### src/rtl/busdec_pkg.sv
package busdec_pkg;
  localparam int REGION_N = 3;
  localparam int IDX_CFG   = 0;
  localparam int IDX_PROM  = 1;
  localparam int IDX_SDRAM = 2;

  // strobes from control to datapath
  typedef struct packed {
    logic capture;  // take a new bus snapshot this edge
    logic present;  // drive the decoded result on the outputs
  } decCtrl_t;
endpackage

### src/rtl/busdec_ctrl.sv
module busdec_ctrl
  import busdec_pkg::*;
(
  input  logic     clk,
  input  logic     rstN,
  input  logic     addrStrobe,
  output decCtrl_t ctrl
);
  logic validQ;

  always_ff @(posedge clk) begin
    if (!rstN) validQ <= 1'b0;
    else       validQ <= addrStrobe;
  end

  always_comb begin
    ctrl.capture = addrStrobe & rstN;
    ctrl.present = validQ;
  end
endmodule

### src/rtl/busdec_path.sv
module busdec_path
  import busdec_pkg::*;
#(
  parameter int                ADDR_W        = 32,
  parameter logic [ADDR_W-1:0] CFG_BASE      = 32'h1000_0000,
  parameter int                CFG_WIN_BITS  = 12,
  parameter logic [ADDR_W-1:0] PROM_BASE     = 32'h1FC0_0000,
  parameter int                PROM_MIN_BITS = 19,
  parameter int                SIZE_SEL_W    = 2
) (
  input  logic                  clk,
  input  logic                  rstN,
  input  decCtrl_t              ctrl,
  input  logic [ADDR_W-1:0]     busAddr,
  input  logic                  busWrite,
  input  logic [SIZE_SEL_W-1:0] promSizeSel,
  input  logic [ADDR_W-1:0]     sdramBase,
  input  logic [ADDR_W-1:0]     sdramMask,
  input  logic                  sdramEnable,
  output logic [REGION_N-1:0]   regionSel,
  output logic                  isWrite,
  output logic [ADDR_W-1:0]     regionOffset,
  output logic                  noHit
);
  localparam int PROM_CODES = 1 << SIZE_SEL_W;
  localparam int CFG_TAG_W  = ADDR_W - CFG_WIN_BITS;

  logic [ADDR_W-1:0]     addrQ, baseQ, maskQ;
  logic [SIZE_SEL_W-1:0] sizeQ;
  logic                  writeQ, enableQ;

  always_ff @(posedge clk) begin
    if (!rstN) begin
      addrQ   <= '0;
      baseQ   <= '0;
      maskQ   <= '0;
      sizeQ   <= '0;
      writeQ  <= 1'b0;
      enableQ <= 1'b0;
    end else if (ctrl.capture) begin
      addrQ   <= busAddr;
      baseQ   <= sdramBase;
      maskQ   <= sdramMask;
      sizeQ   <= promSizeSel;
      writeQ  <= busWrite;
      enableQ <= sdramEnable;
    end
  end

  // low-bit mask of the PROM window for every size code
  logic [ADDR_W-1:0] promLowTab [PROM_CODES];
  for (genvar g = 0; g < PROM_CODES; g++) begin : g_promSize
    assign promLowTab[g] = (ADDR_W'(1) << (PROM_MIN_BITS + g)) - ADDR_W'(1);
  end

  logic [ADDR_W-1:0] promLow;
  logic              cfgHit, promHit, sdramHit;
  logic [CFG_TAG_W-1:0] cfgTag;

  assign promLow  = promLowTab[sizeQ];
  assign cfgTag   = CFG_BASE[ADDR_W-1:CFG_WIN_BITS];
  assign cfgHit   = addrQ[ADDR_W-1:CFG_WIN_BITS] == cfgTag;
  assign promHit  = (addrQ & ~promLow) == (PROM_BASE & ~promLow);
  assign sdramHit = enableQ && ((addrQ & maskQ) == baseQ);

  logic [REGION_N-1:0] selRaw;
  logic [ADDR_W-1:0]   offRaw;

  always_comb begin
    selRaw = '0;
    offRaw = '0;
    if (cfgHit) begin
      selRaw[IDX_CFG] = 1'b1;
      offRaw = addrQ & ((ADDR_W'(1) << CFG_WIN_BITS) - ADDR_W'(1));
    end else if (promHit) begin
      selRaw[IDX_PROM] = 1'b1;
      offRaw = addrQ & promLow;
    end else if (sdramHit) begin
      selRaw[IDX_SDRAM] = 1'b1;
      offRaw = addrQ & ~maskQ;
    end
  end

  assign regionSel    = ctrl.present ? selRaw : '0;
  assign regionOffset = ctrl.present ? offRaw : '0;
  assign isWrite      = ctrl.present & writeQ;
  assign noHit        = ctrl.present & (selRaw == '0);
endmodule

### src/rtl/sysbus_addr_decoder.sv
module sysbus_addr_decoder
  import busdec_pkg::*;
#(
  parameter int                ADDR_W        = 32,
  parameter logic [ADDR_W-1:0] CFG_BASE      = 32'h1000_0000,
  parameter int                CFG_WIN_BITS  = 12,
  parameter logic [ADDR_W-1:0] PROM_BASE     = 32'h1FC0_0000,
  parameter int                PROM_MIN_BITS = 19,
  parameter int                SIZE_SEL_W    = 2
) (
  input  logic                  clk,
  input  logic                  rstN,
  input  logic                  addrStrobe,
  input  logic [ADDR_W-1:0]     busAddr,
  input  logic                  busWrite,
  input  logic [SIZE_SEL_W-1:0] promSizeSel,
  input  logic [ADDR_W-1:0]     sdramBase,
  input  logic [ADDR_W-1:0]     sdramMask,
  input  logic                  sdramEnable,
  output logic                  decodeValid,
  output logic [REGION_N-1:0]   regionSel,
  output logic                  isWrite,
  output logic [ADDR_W-1:0]     regionOffset,
  output logic                  noHit
);
  decCtrl_t ctrl;

  busdec_ctrl u_ctrl (
    .clk       (clk),
    .rstN      (rstN),
    .addrStrobe(addrStrobe),
    .ctrl      (ctrl)
  );

  busdec_path #(
    .ADDR_W       (ADDR_W),
    .CFG_BASE     (CFG_BASE),
    .CFG_WIN_BITS (CFG_WIN_BITS),
    .PROM_BASE    (PROM_BASE),
    .PROM_MIN_BITS(PROM_MIN_BITS),
    .SIZE_SEL_W   (SIZE_SEL_W)
  ) u_path (
    .clk         (clk),
    .rstN        (rstN),
    .ctrl        (ctrl),
    .busAddr     (busAddr),
    .busWrite    (busWrite),
    .promSizeSel (promSizeSel),
    .sdramBase   (sdramBase),
    .sdramMask   (sdramMask),
    .sdramEnable (sdramEnable),
    .regionSel   (regionSel),
    .isWrite     (isWrite),
    .regionOffset(regionOffset),
    .noHit       (noHit)
  );

  assign decodeValid = ctrl.present;
endmodule

### config.mk
export PLATFORM = sky130hd
export DESIGN_NAME = sysbus_addr_decoder
export DESIGN_NICKNAME = d
export VERILOG_FILES = /design/src/rtl/busdec_pkg.sv /design/src/rtl/busdec_ctrl.sv /design/src/rtl/busdec_path.sv /design/src/rtl/sysbus_addr_decoder.sv
export SDC_FILE = /design/constraint.sdc
export NUM_CORES = 1
export LEC_CHECK = 0
export BUFFER_PORTS_ARGS = -buffer_cell sky130_fd_sc_hd__buf_2
export CELL_PAD_IN_SITES_DETAIL_PLACEMENT = 0
export CELL_PAD_IN_SITES_GLOBAL_PLACEMENT = 1
export CORE_MARGIN = 2
export CORE_UTILIZATION = 40
export DETAILED_ROUTE_END_ITERATION = 8
export PLACE_DENSITY = 0.88
export SLEW_MARGIN = 0
export SYNTH_ARGS = -nofsm -noshare
export SYNTH_HDL_FRONTEND = slang
export SYNTH_SLANG_ARGS = --single-unit
export TNS_END_PERCENT = 10
### constraint.sdc
create_clock -name clk -period 2.6 [get_ports clk]
set_input_delay 0.52 -clock clk [delete_from_list [all_inputs] [get_ports clk]]
set_output_delay 0.52 -clock clk [all_outputs]
set_load 0.005 [all_outputs]
# ---- Word-level counts from Yosys, hierarchy flattened
# Index checks and enable logic that the tools add are counted.
dict set report totals {
  reg_bits 101
  in_bits 103
  out_inout_bits 38
  elab_cells 36
}
dict set report classes {
  magnitude_cmp 1
  n_eq_ne 3
  n_mux 13
  bitwise 10
  reduce_logical 2
}
# cell count
set op_table {}
lappend op_table {{two-way mux 32 bit} 6}
lappend op_table {{bitwise AND 32 bit} 4}
lappend op_table {{binary-select mux 32 bit (select 2 bit)} 1}
lappend op_table {{inverter 32 bit} 2}
lappend op_table {{equality test 32 x 29 -> 1 bit} 1}
lappend op_table {{equality test 32 bit} 1}
lappend op_table {{equality test 20 x 17 -> 1 bit, second input constant} 1}
lappend op_table {{two-way mux 1 bit} 4}
lappend op_table {{bitwise AND 1 bit} 3}
lappend op_table {{greater-or-equal comparator 3 bit, second input constant} 1}
lappend op_table {{logical NOT 3 bit} 1}
lappend op_table {{two-way mux 3 bit} 1}
lappend op_table {{inverter 2 -> 3 bit} 1}
lappend op_table {{two-way mux 2 bit} 1}
lappend op_table {{logical AND 1 bit} 1}

# ---- Depth between registers and ports, before layout
# Gate-level depths: netlist of the first run.
dict set report logic_depth {
  word_depth 11
  ltp_mapped 7
}

# ---- Modules after synthesis
# From an unflattened synthesis of the first run, not the netlist that was laid out.
dict set report hier_totals {
  hier_cells 502
  hier_area_um2 5057.4
}
# module n_inst cells_per_inst area_each_um2 seq_area_each_um2
set modules_own_cells {}
lappend modules_own_cells {busdec_path 1 498 5017.3 2001.9}
lappend modules_own_cells {busdec_ctrl 1 4 40.0 20.0}

# ---- Worst setup path after synthesis of the first run
# OpenSTA, ideal clock, no wires.
dict set report synth_timing {
  path_kind {reg-to-output}
  start {register u_path.addrQ[27]}
  end {output regionOffset[22]}
  t_arrival_ns 1.760
  slack_ns 0.320
  stages_incl_launch_ff 8
  n_path_buf 1
  path_cell_list {dfxtp_1 > nand3_1 > a211oi_2 > nand4_1 > nor4_4 > nand3b_2 > buf_6 > nor3b_2}
}
dict set report synth_via {
  elab_chain_cells 7
  elab_cells_between_ends 10
}
# element line
set synth_lines {}
lappend synth_lines {{from (decl)} busdec_path.sv:28} ;# logic [ADDR_W-1:0] addrQ, baseQ, maskQ;
lappend synth_lines {{from (signal assigned)} busdec_path.sv:41} ;# addrQ <= busAddr;
lappend synth_lines {{bitwise AND 32 bit} busdec_path.sv:64} ;# assign sdramHit = enableQ && ((addrQ & maskQ) == baseQ);
lappend synth_lines {{equality test 32 bit} busdec_path.sv:64}
lappend synth_lines {{logical AND 1 bit} busdec_path.sv:64}
lappend synth_lines {{two-way mux 32 bit} busdec_path.sv:78} ;# end else if (sdramHit) begin
lappend synth_lines {{two-way mux 32 bit} busdec_path.sv:75} ;# end else if (promHit) begin
lappend synth_lines {{two-way mux 32 bit (*)} busdec_path.sv:72} ;# if (cfgHit) begin
lappend synth_lines {{two-way mux 32 bit (*)} busdec_path.sv:85} ;# assign regionOffset = ctrl.present ? offRaw : '0;
lappend synth_lines {{to (decl)} sysbus_addr_decoder.sv:23} ;# output logic [ADDR_W-1:0] regionOffset,
# Every way passes the cells marked *; elsewhere a longest branch is shown, timed or not.

# ---- Worst setup path in the final report of the first run
dict set report layout_timing {
  start {register u_path.maskQ[3]}
  end {output regionOffset[28]}
}
dict set report layout_via {
  elab_chain_cells 7
}
# element line
set layout_lines {}
lappend layout_lines {{from (decl)} busdec_path.sv:28}
lappend layout_lines {{from (signal assigned)} busdec_path.sv:43} ;# maskQ <= sdramMask;
lappend layout_lines {{bitwise AND 32 bit} busdec_path.sv:64}
lappend layout_lines {{equality test 32 bit} busdec_path.sv:64}
lappend layout_lines {{logical AND 1 bit} busdec_path.sv:64}
lappend layout_lines {{two-way mux 32 bit} busdec_path.sv:78}
lappend layout_lines {{two-way mux 32 bit} busdec_path.sv:75}
lappend layout_lines {{two-way mux 32 bit} busdec_path.sv:72}
lappend layout_lines {{two-way mux 32 bit} busdec_path.sv:85}
# Every way passes these cells.

==> results of run 1 <==
[power breakdown]
group,total [mW],leakage [nW],switching (mW),internal (mW)
logic,0.502,1.96,0.240,0.262
clock network,1.35,0.138,0.601,0.749
registers,1.73,0.837,0.0882,1.64
total,3.58,2.93,0.930,2.65
[how the worst max path moves through the flow]
stage,end
CTS,regionOffset[28]
global placement,regionOffset[10]
global route,regionOffset[10]
detailed placement,regionOffset[10]
floorplan,regionOffset[22]
finish,regionOffset[28]
[stage by stage]
stage | area (µm²) | cells
finish | 6450 | 832
floorplan | 5030 | 511
CTS | 6410 | 830
detailed placement | 6040 | 813
global route | 6450 | 832
global placement | 6040 | 813
[layer usage]
layer,GRT usage,routed length [µm]
met1,0.273,6340
met2,0.349,6760
met3,0.0555,842
met4,0.0722,266
met5,0,0
[layout by cell type (no fill, tap or decap), drive strengths merged]
cell type and count:
buf 167, nor2b 107, dfxtp 101, mux2i 100
a21boi 19, a21oi 17, and3 13, nand4b 12
nand3 10, nor3 10, nor3b 10, nand2 9
clkbuf 9, nor2 8, and3b 7, xor2 7
a31oi 7, nand4 6, o22a 6, a21o 5
nor4 5, a211oi 5, inv 4, clkinvlp 3
o21ai 3, and2 3, nand2b 2, clkinv 2
diode 1, nor4b 1, o2111ai 1, o21a 1
nand3b 1, a32oi 1, bufinv 1
[flip-flops by register name (all words and copies together) (netlist names)]
name / count
u_path.baseQ: 32
u_path.addrQ: 32
u_path.writeQ: 1
u_path.maskQ: 32
u_ctrl.validQ: 1
u_path.enableQ: 1
u_path.sizeQ: 2
[cell families (layout without fill, tap and decap cells)]
| logic type | count (synthesis) | count (layout) |
|---|---|---|
| DFF | 101 | 101 |
| xor gates and xnor gates | 7 | 7 |
| other | 0 | 1 |
| muxes | 100 | 100 |
| and+or+nand+nor | 204 | 204 |
| buffers and inverters | 34 | 186 |
| AOI/OAI and AO/OA | 65 | 65 |
[worst reg2reg max path, stage by stage (launching register included)]
cell                      delay (ns)
sky130_fd_sc_hd__dfxtp_1        0.33
sky130_fd_sc_hd__buf_4          0.16
sky130_fd_sc_hd__mux2i_1        0.13
sky130_fd_sc_hd__nor2b_1        0.06
[timing repair]
item                       4_1_cts  5_1_grt
pin swaps                       21        9
resized for setup               16       11
buffers inserted                 1        1
hold buffers                     0        0
setup endpoints to repair       35       35
[final cells by class]
| class | count | area share |
|---|---|---|
| clock buffer | 9 | 0.0349 |
| timing repair buffer | 167 | 0.151 |
| antenna | 1 | 0.000388 |
| inverter | 3 | 0.00175 |
| tap | 168 | 0.0326 |
| multi-input combinational | 376 | 0.453 |
| clock inverter | 7 | 0.0116 |
| sequential | 101 | 0.315 |
==> run summary, run 1 <==
The flow ran to the end, but the final reports show violations. The final reports fail on negative setup slack. At the end of routability-driven placement, the weighted congestion stood at about 0.86. The starting density of the core came out at 0.414. Setup violations remaining at the end of the flow were counted as 34.

For this design, the slowest cell found on the critical path is sky130_fd_sc_hd__dfxtp_2. The capturing element type of the critical path is an output port. The first-pass iteration count of the detailed router came out at 4. Of the total synthesized cell area, the portion taken by XOR and XNOR cells is 0.0122.

The critical path depth in cells is 9. In the routed design, unresolved DRC markers number 0. The number of hold violations in the final report came out at 0. The width of the chip is 116 µm. The overflow left after global routing is 0. The terminus of the critical flop-to-flop path is u_path.addrQ[24]. The number of routed nets with antenna violations came out at 0. The overall power consumption is 3.58 mW. The warning count from the yosys run came out at 0. Entering global routing, the biggest net connects a little over 80 pins.

The synthesized design spends more area on one cell type than any other, namely sky130_fd_sc_hd__dfxtp_1. For this design the ratio of total power to cell area is 556 mW/mm². IR analysis of the VDD net gives a maximum drop of 335 µV.

The number of nets in the finished design is 761. The multi-input combinational cell area came out at 0.00292 mm². OpenSTA, run right after detailed placement, puts the worst setup slack at -0.0385 ns.

The most numerous cell in the Yosys netlist is sky130_fd_sc_hd__nor2b_1. The final core area utilization came out at 0.530. The area of the mapped netlist came out at 0.00503 mm². The detailed router's first-iteration violation count is 288. After filler insertion, the fill cell instance count of the layout stands at 1118. Setup repair after global routing could not meet its margin everywhere. The quantity of I/O buffers inserted on ports is 140. The final setup TNS came out at -8.18 ns.

The maximum clock frequency came out at 0.345 GHz. The die covers approximately 0.013 mm². The worst-case clock skew came out at 0 ns. The share of cells above drive strength 1 is 0.326. Among all flip-flop cells after synthesis, the most frequent one is sky130_fd_sc_hd__dfxtp_1. The path class of the tightest hold or removal check is in -> reg. After floorplanning, the core was divided into 40 placement rows.

TritonCTS built the clock tree. The worst hold path begins at busAddr[25]. In this run the static leakage power is ~2.9 nW. The number of antenna violations at the first check in global routing is 1. The cell family contributing the most delay on the critical path is simple AND/OR/NAND/NOR gates. For this design the top-level I/O count stands at 141. The async set or reset register ratio after synthesis is 0.

Walking the worst path, the cells encountered are and3b_1 > a211oi_2 > nand4_1 > nor4_4 > buf_4 > nand3b_4 > buf_12 > nor3b_4 > buf_2. The number of vias per cell after detailed routing came out at just over 5. After synthesis the netlist holds a flip-flop and latch count of roughly 100.

The worst register-to-register path begins at u_path.addrQ[24]. The wire length of the first global-routing pass came out at ~22000 µm. The setup slack of the most critical reg-to-reg path came out at 1.82 ns. The worst setup path is launched from a register. The number of buffer and inverter stages on the critical path is 3. The y dimension of the die is 116 µm. The share of the synthesized area in compound gates (AO/OA/AOI/OAI) is 0.0893. The clock slew seen by the registers of the worst setup and hold paths came out at 0.07 ns. The overall fraction of global-route tracks in use came out at 0.213. The clock tree buffer depth came out at 2. Hold is met by between 0.4 and 0.5 ns. The root buffer selected by CTS is sky130_fd_sc_hd__clkbuf_16. The worst path arrival time came out at roughly 2.4 ns. The share of synthesized area in the top cell type comes to 0.402. The critical path starts at u_path.maskQ[3]. The post-route clock period utilization came out at 1.12. The final layout contains routed wiring with a total length of 14200 µm. In the final routed layout, each cell accounts on average for 17.1 µm. In the post-synthesis netlist, the biggest area contributors are sky130_fd_sc_hd__dfxtp_1 (40%), sky130_fd_sc_hd__mux2i_1 (20%), sky130_fd_sc_hd__nor2b_1 (13%). The type of the setup path with the least slack is reg -> out. The latest clock arrival within the worst-skew pair is 0.34 ns. The shortest period the worst path allows is roughly 2.9 ns. Across all setup checks in the final design, the least slack found is -0.302 ns. The number of distinct standard cells referenced by the synthesized netlist came out at 40. Across the run, the number of max-cap violations was 0. The net count after synthesis is around 600. By count the netlist is led by sky130_fd_sc_hd__nor2b_1 (107), sky130_fd_sc_hd__dfxtp_1 (101), sky130_fd_sc_hd__mux2i_1 (100). At the pin with the least slew margin, the transition time is approximately 0.46 ns. The portion of netlist area occupied by mux cells came out at 0.199. In this run the worst path has a maximum fanout of 11.

Dividing the synthesized area by the synthesized cell count gives 9.84 µm². The worst pin sits at a relative slew slack of 0.692. The overall via count from detail_route is between 4000 and 5000. The number of clock sinks seen by CTS came out at 101. The via count of the first global-routing pass came out at 4257. The adder and majority gate portion of the synthesized area is 0. The simple logic cell fraction of the synthesized area came out at 0.267. The sequential share of the synthesized area came out at 0.402. The number of H-tree levels came out at 3. By area, the combinational part of the netlist is dominated by simple AND/OR/NAND/NOR gates. The number of instances in the synthesized netlist is 511. After floorplanning, the core was sized to cover 0.0122 mm². The final count of pins violating max slew came out at 0.

The worst hold endpoint is u_path.addrQ[25]. The synthesis-to-finish area growth is 28.2%. The critical path data required time came out at between 2 and 2.5 ns. The sum of net half-perimeters after detailed placement is 10600 µm. The CTS buffer count came out at 9. The worst hold path was traced through 3 stages. For the worst flop-to-flop path, the logic depth is 3.

The largest stage delay on the critical path is approximately 0.34 ns. The sequential cell area is 0.00203 mm². The number of enable flip-flop cells after synthesis came out at 0.
(Power assumes the default switching activity.)
==> run 2: changes to the inputs <==
- CORE_UTILIZATION: 40 -> 41
- CTS_BUF_LIST: unset -> sky130_fd_sc_hd__clkbuf_4 sky130_fd_sc_hd__clkbuf_8
- CTS_CLUSTER_SIZE: unset -> 25
- PLACE_DENSITY: 0.88 -> 0.9
==> run summary, run 2 (same netlist as run 1, synthesis figures left out) <==
The flow ran to the end, but the final reports show violations. The checks that failed: negative setup slack. The quantity of I/O buffers inserted on ports is 140. The largest registers in the layout are u_path.addrQ: 32 flops, u_path.baseQ: 32 flops, u_path.maskQ: 32 flops. After detailed routing, the average wire length per cell comes to 17.7 µm. The CTS buffer count is 9. The placed standard-cell area is 0.00595 mm². Setup repair after global routing could not meet its margin everywhere.

The latest clock arrival within the worst-skew pair is 0.36 ns. The number of rows created at floorplan came out at 40. The shortest period the worst path allows is 2.88 ns. The worst reg2reg path startpoint is u_path.addrQ[24]. The core area is 0.0120 mm². Leaving out fill and tap cells, the most frequent cell in the layout is sky130_fd_sc_hd__buf_2. The areal power density over the cells came out at around 500 mW/mm². The maximum vdd drop is 288 µV.

Timing would allow up to 0.348 GHz. The overall fraction of global-route tracks in use is 0.215. The worst-case reg-to-reg path depth came out at 3.

For this design the static power due to leakage is 2.83 nW. The worst-case clock skew is 0 ns. The kind of start point of the critical path is a register. The number of failing setup endpoints in the final timing report is 34.

The number of hold violations in the final report came out at 0. The routability-driven placement congestion ratio is 0.859. The final setup TNS came out at -7.27 ns. The number of clock sinks seen by CTS came out at 101. In this run the worst setup path begins at u_path.addrQ[17]. Following the worst setup path forward leads to its endpoint at regionOffset[13]. The worst setup path is captured at an output port. The tightest min-delay check is of the in -> reg type.

The worst path arrival time is around 2.4 ns. 0 antenna diodes ended up in the layout. The wire length of the first global-routing pass is around 22000 µm. The post-place setup slack is -0.00877 ns. The overall via count from detail_route came out at between 4000 and 5000. The via count of the first global-routing pass is 4199.

The die covers roughly 0.013 mm². The setup slack of the most critical reg-to-reg path is 1.81 ns. The width of the chip is approximately 110 µm. TritonCTS built the clock tree. The starting density of the core is 0.419. The count of pins on the block boundary is 141. The pin count of the biggest net entering global routing came out at approximately 100. After detailed routing, the number of vias per cell comes to 5.28. The y dimension of the die came out at 115 µm. The first-pass iteration count of the detailed router came out at 5.

The number of antenna violations at the first check in global routing is 0. The number of H-tree levels came out at 3. The detailed router's first-iteration violation count came out at 297. The sum of net half-perimeters after detailed placement came out at 10300 µm. The post-route clock period utilization is 1.11. At the end of the flow the core is filled with cells to 0.516. The root buffer selected by CTS is sky130_fd_sc_hd__clkbuf_8. The total length of routed wires came out at ~14000 µm. The synthesis-to-finish area growth is 23.3%. The number of max-cap violations came out at 0.

The number of routed nets with antenna violations came out at 0. The critical path in this run is classified as reg -> out. In this run the worst path has a maximum fanout of 11. In this run the critical register-to-register path is captured at u_path.addrQ[24]. The number of nets in the finished design is ~760.

Of the cells placed in the final design, the portion with a size suffix greater than 1 is 0.325. The clock tree buffer depth is 2. The number of design rule violations left after detail routing came out at 0. After clock tree synthesis, the clock-pin slew on the worst setup and hold paths is ~0.09 ns. Across all setup checks in the final design, the least slack found is -0.276 ns. The pin slew with the least headroom to its limit came out at 0.805 ns. The cell area after layout came out at 0.00620 mm². At the worst endpoint, the required time is about 2.1 ns. After global routing the overflow that remains totals 0. The final count of pins violating max slew was 0.

Measured against its own limit, the worst slew margin works out to 0.463. In the layout the commonest cells are sky130_fd_sc_hd__buf_2 (139), sky130_fd_sc_hd__nor2b_1 (107), sky130_fd_sc_hd__mux2i_1 (100).
==> run 2: cell types whose count changed in the layout (fill, tap and decap cells not counted), moves of 3 or more <==
cell	previous run	this run
sky130_fd_sc_hd__clkbuf_8	0	10
sky130_fd_sc_hd__clkbuf_16	9	0
sky130_fd_sc_hd__dfxtp_2	7	13
sky130_fd_sc_hd__dfxtp_1	93	88
sky130_fd_sc_hd__a21boi_1	9	13
sky130_fd_sc_hd__a21boi_2	3	0
sky130_fd_sc_hd__buf_4	22	19
sky130_fd_sc_hd__clkbuf_4	0	3
sky130_fd_sc_hd__clkinvlp_4	3	0
sky130_fd_sc_hd__nor4_1	4	1
sky130_fd_sc_hd__nor4_2	0	3
==> run 2: final cells by class <==
class	count	area, µm²
fill	1110	5810
tap	147	184
sequential	101	2040
multi-input combinational	376	2910
clock inverter	2	10.0
timing repair buffer	161	893
clock buffer	13	160
inverter	3	11.3
==> run 2: power by group <==
part | switching, mW | internal (mW)
clock network | 0.508 | 0.399
registers | 0.0878 | 1.64
logic | 0.236 | 0.255
total | 0.831 | 2.30
==> run 2: how the worst min path moves through the flow <==
| stage | startpoint | end | slack, ns | cells past startpoint |
|---|---|---|---|---|
| after floorplan | u_path.writeQ | u_path.writeQ | 0.47 | 2 |
| after global placement | u_path.writeQ | u_path.writeQ | 0.49 | 2 |
| after detailed placement | u_path.writeQ | u_path.writeQ | 0.50 | 2 |
| after CTS | sdramBase[13] | u_path.baseQ[13] | 0.39 | 3 |
| after global routing | sdramBase[0] | u_path.baseQ[0] | 0.40 | 3 |
| final | sdramMask[21] | u_path.maskQ[21] | 0.40 | 3 |
==> run 2: worst max-delay path, stage by stage (launching register included) <==
cell and delay (ns):
sky130_fd_sc_hd__dfxtp_1 0.39, sky130_fd_sc_hd__nand2_1 0.08, sky130_fd_sc_hd__xor2_1 0.25, sky130_fd_sc_hd__nand4_1 0.19, sky130_fd_sc_hd__nor4_4 0.34, sky130_fd_sc_hd__buf_4 0.17, sky130_fd_sc_hd__buf_8 0.12, sky130_fd_sc_hd__a31oi_1 0.08
sky130_fd_sc_hd__nor2b_1 0.19, sky130_fd_sc_hd__buf_2 0.15
==> run 2: metal layers <==
layer | part of all wire | up-vias | track usage
met3 | 0.062 | 27 | 0.0464
li1 | - | 2081 | -
met1 | 0.44 | 1978 | 0.274
met5 | 0 | - | 0
met4 | 0.027 | 0 | 0.0916
met2 | 0.47 | 155 | 0.352
==> run 2: per-stage QoR <==
stage,power [mW],hold WS (ns),cells
6_report,3.13,0.402,803
5_1_grt,3.29,0.401,803
4_1_cts,3.15,0.393,803
3_5_place_dp,2.24,0.498,787
3_3_place_gp,2.22,0.494,787
2_1_floorplan,2.04,0.474,511
==> run 2: what timing repair did <==
item                                    in CTS  in global routing
gates resized for setup                     19                  7
buffers inserted                             1                  0
pin swaps                                    8                  2
hold buffers                                 0                  0
endpoints found under the setup margin      35                 35
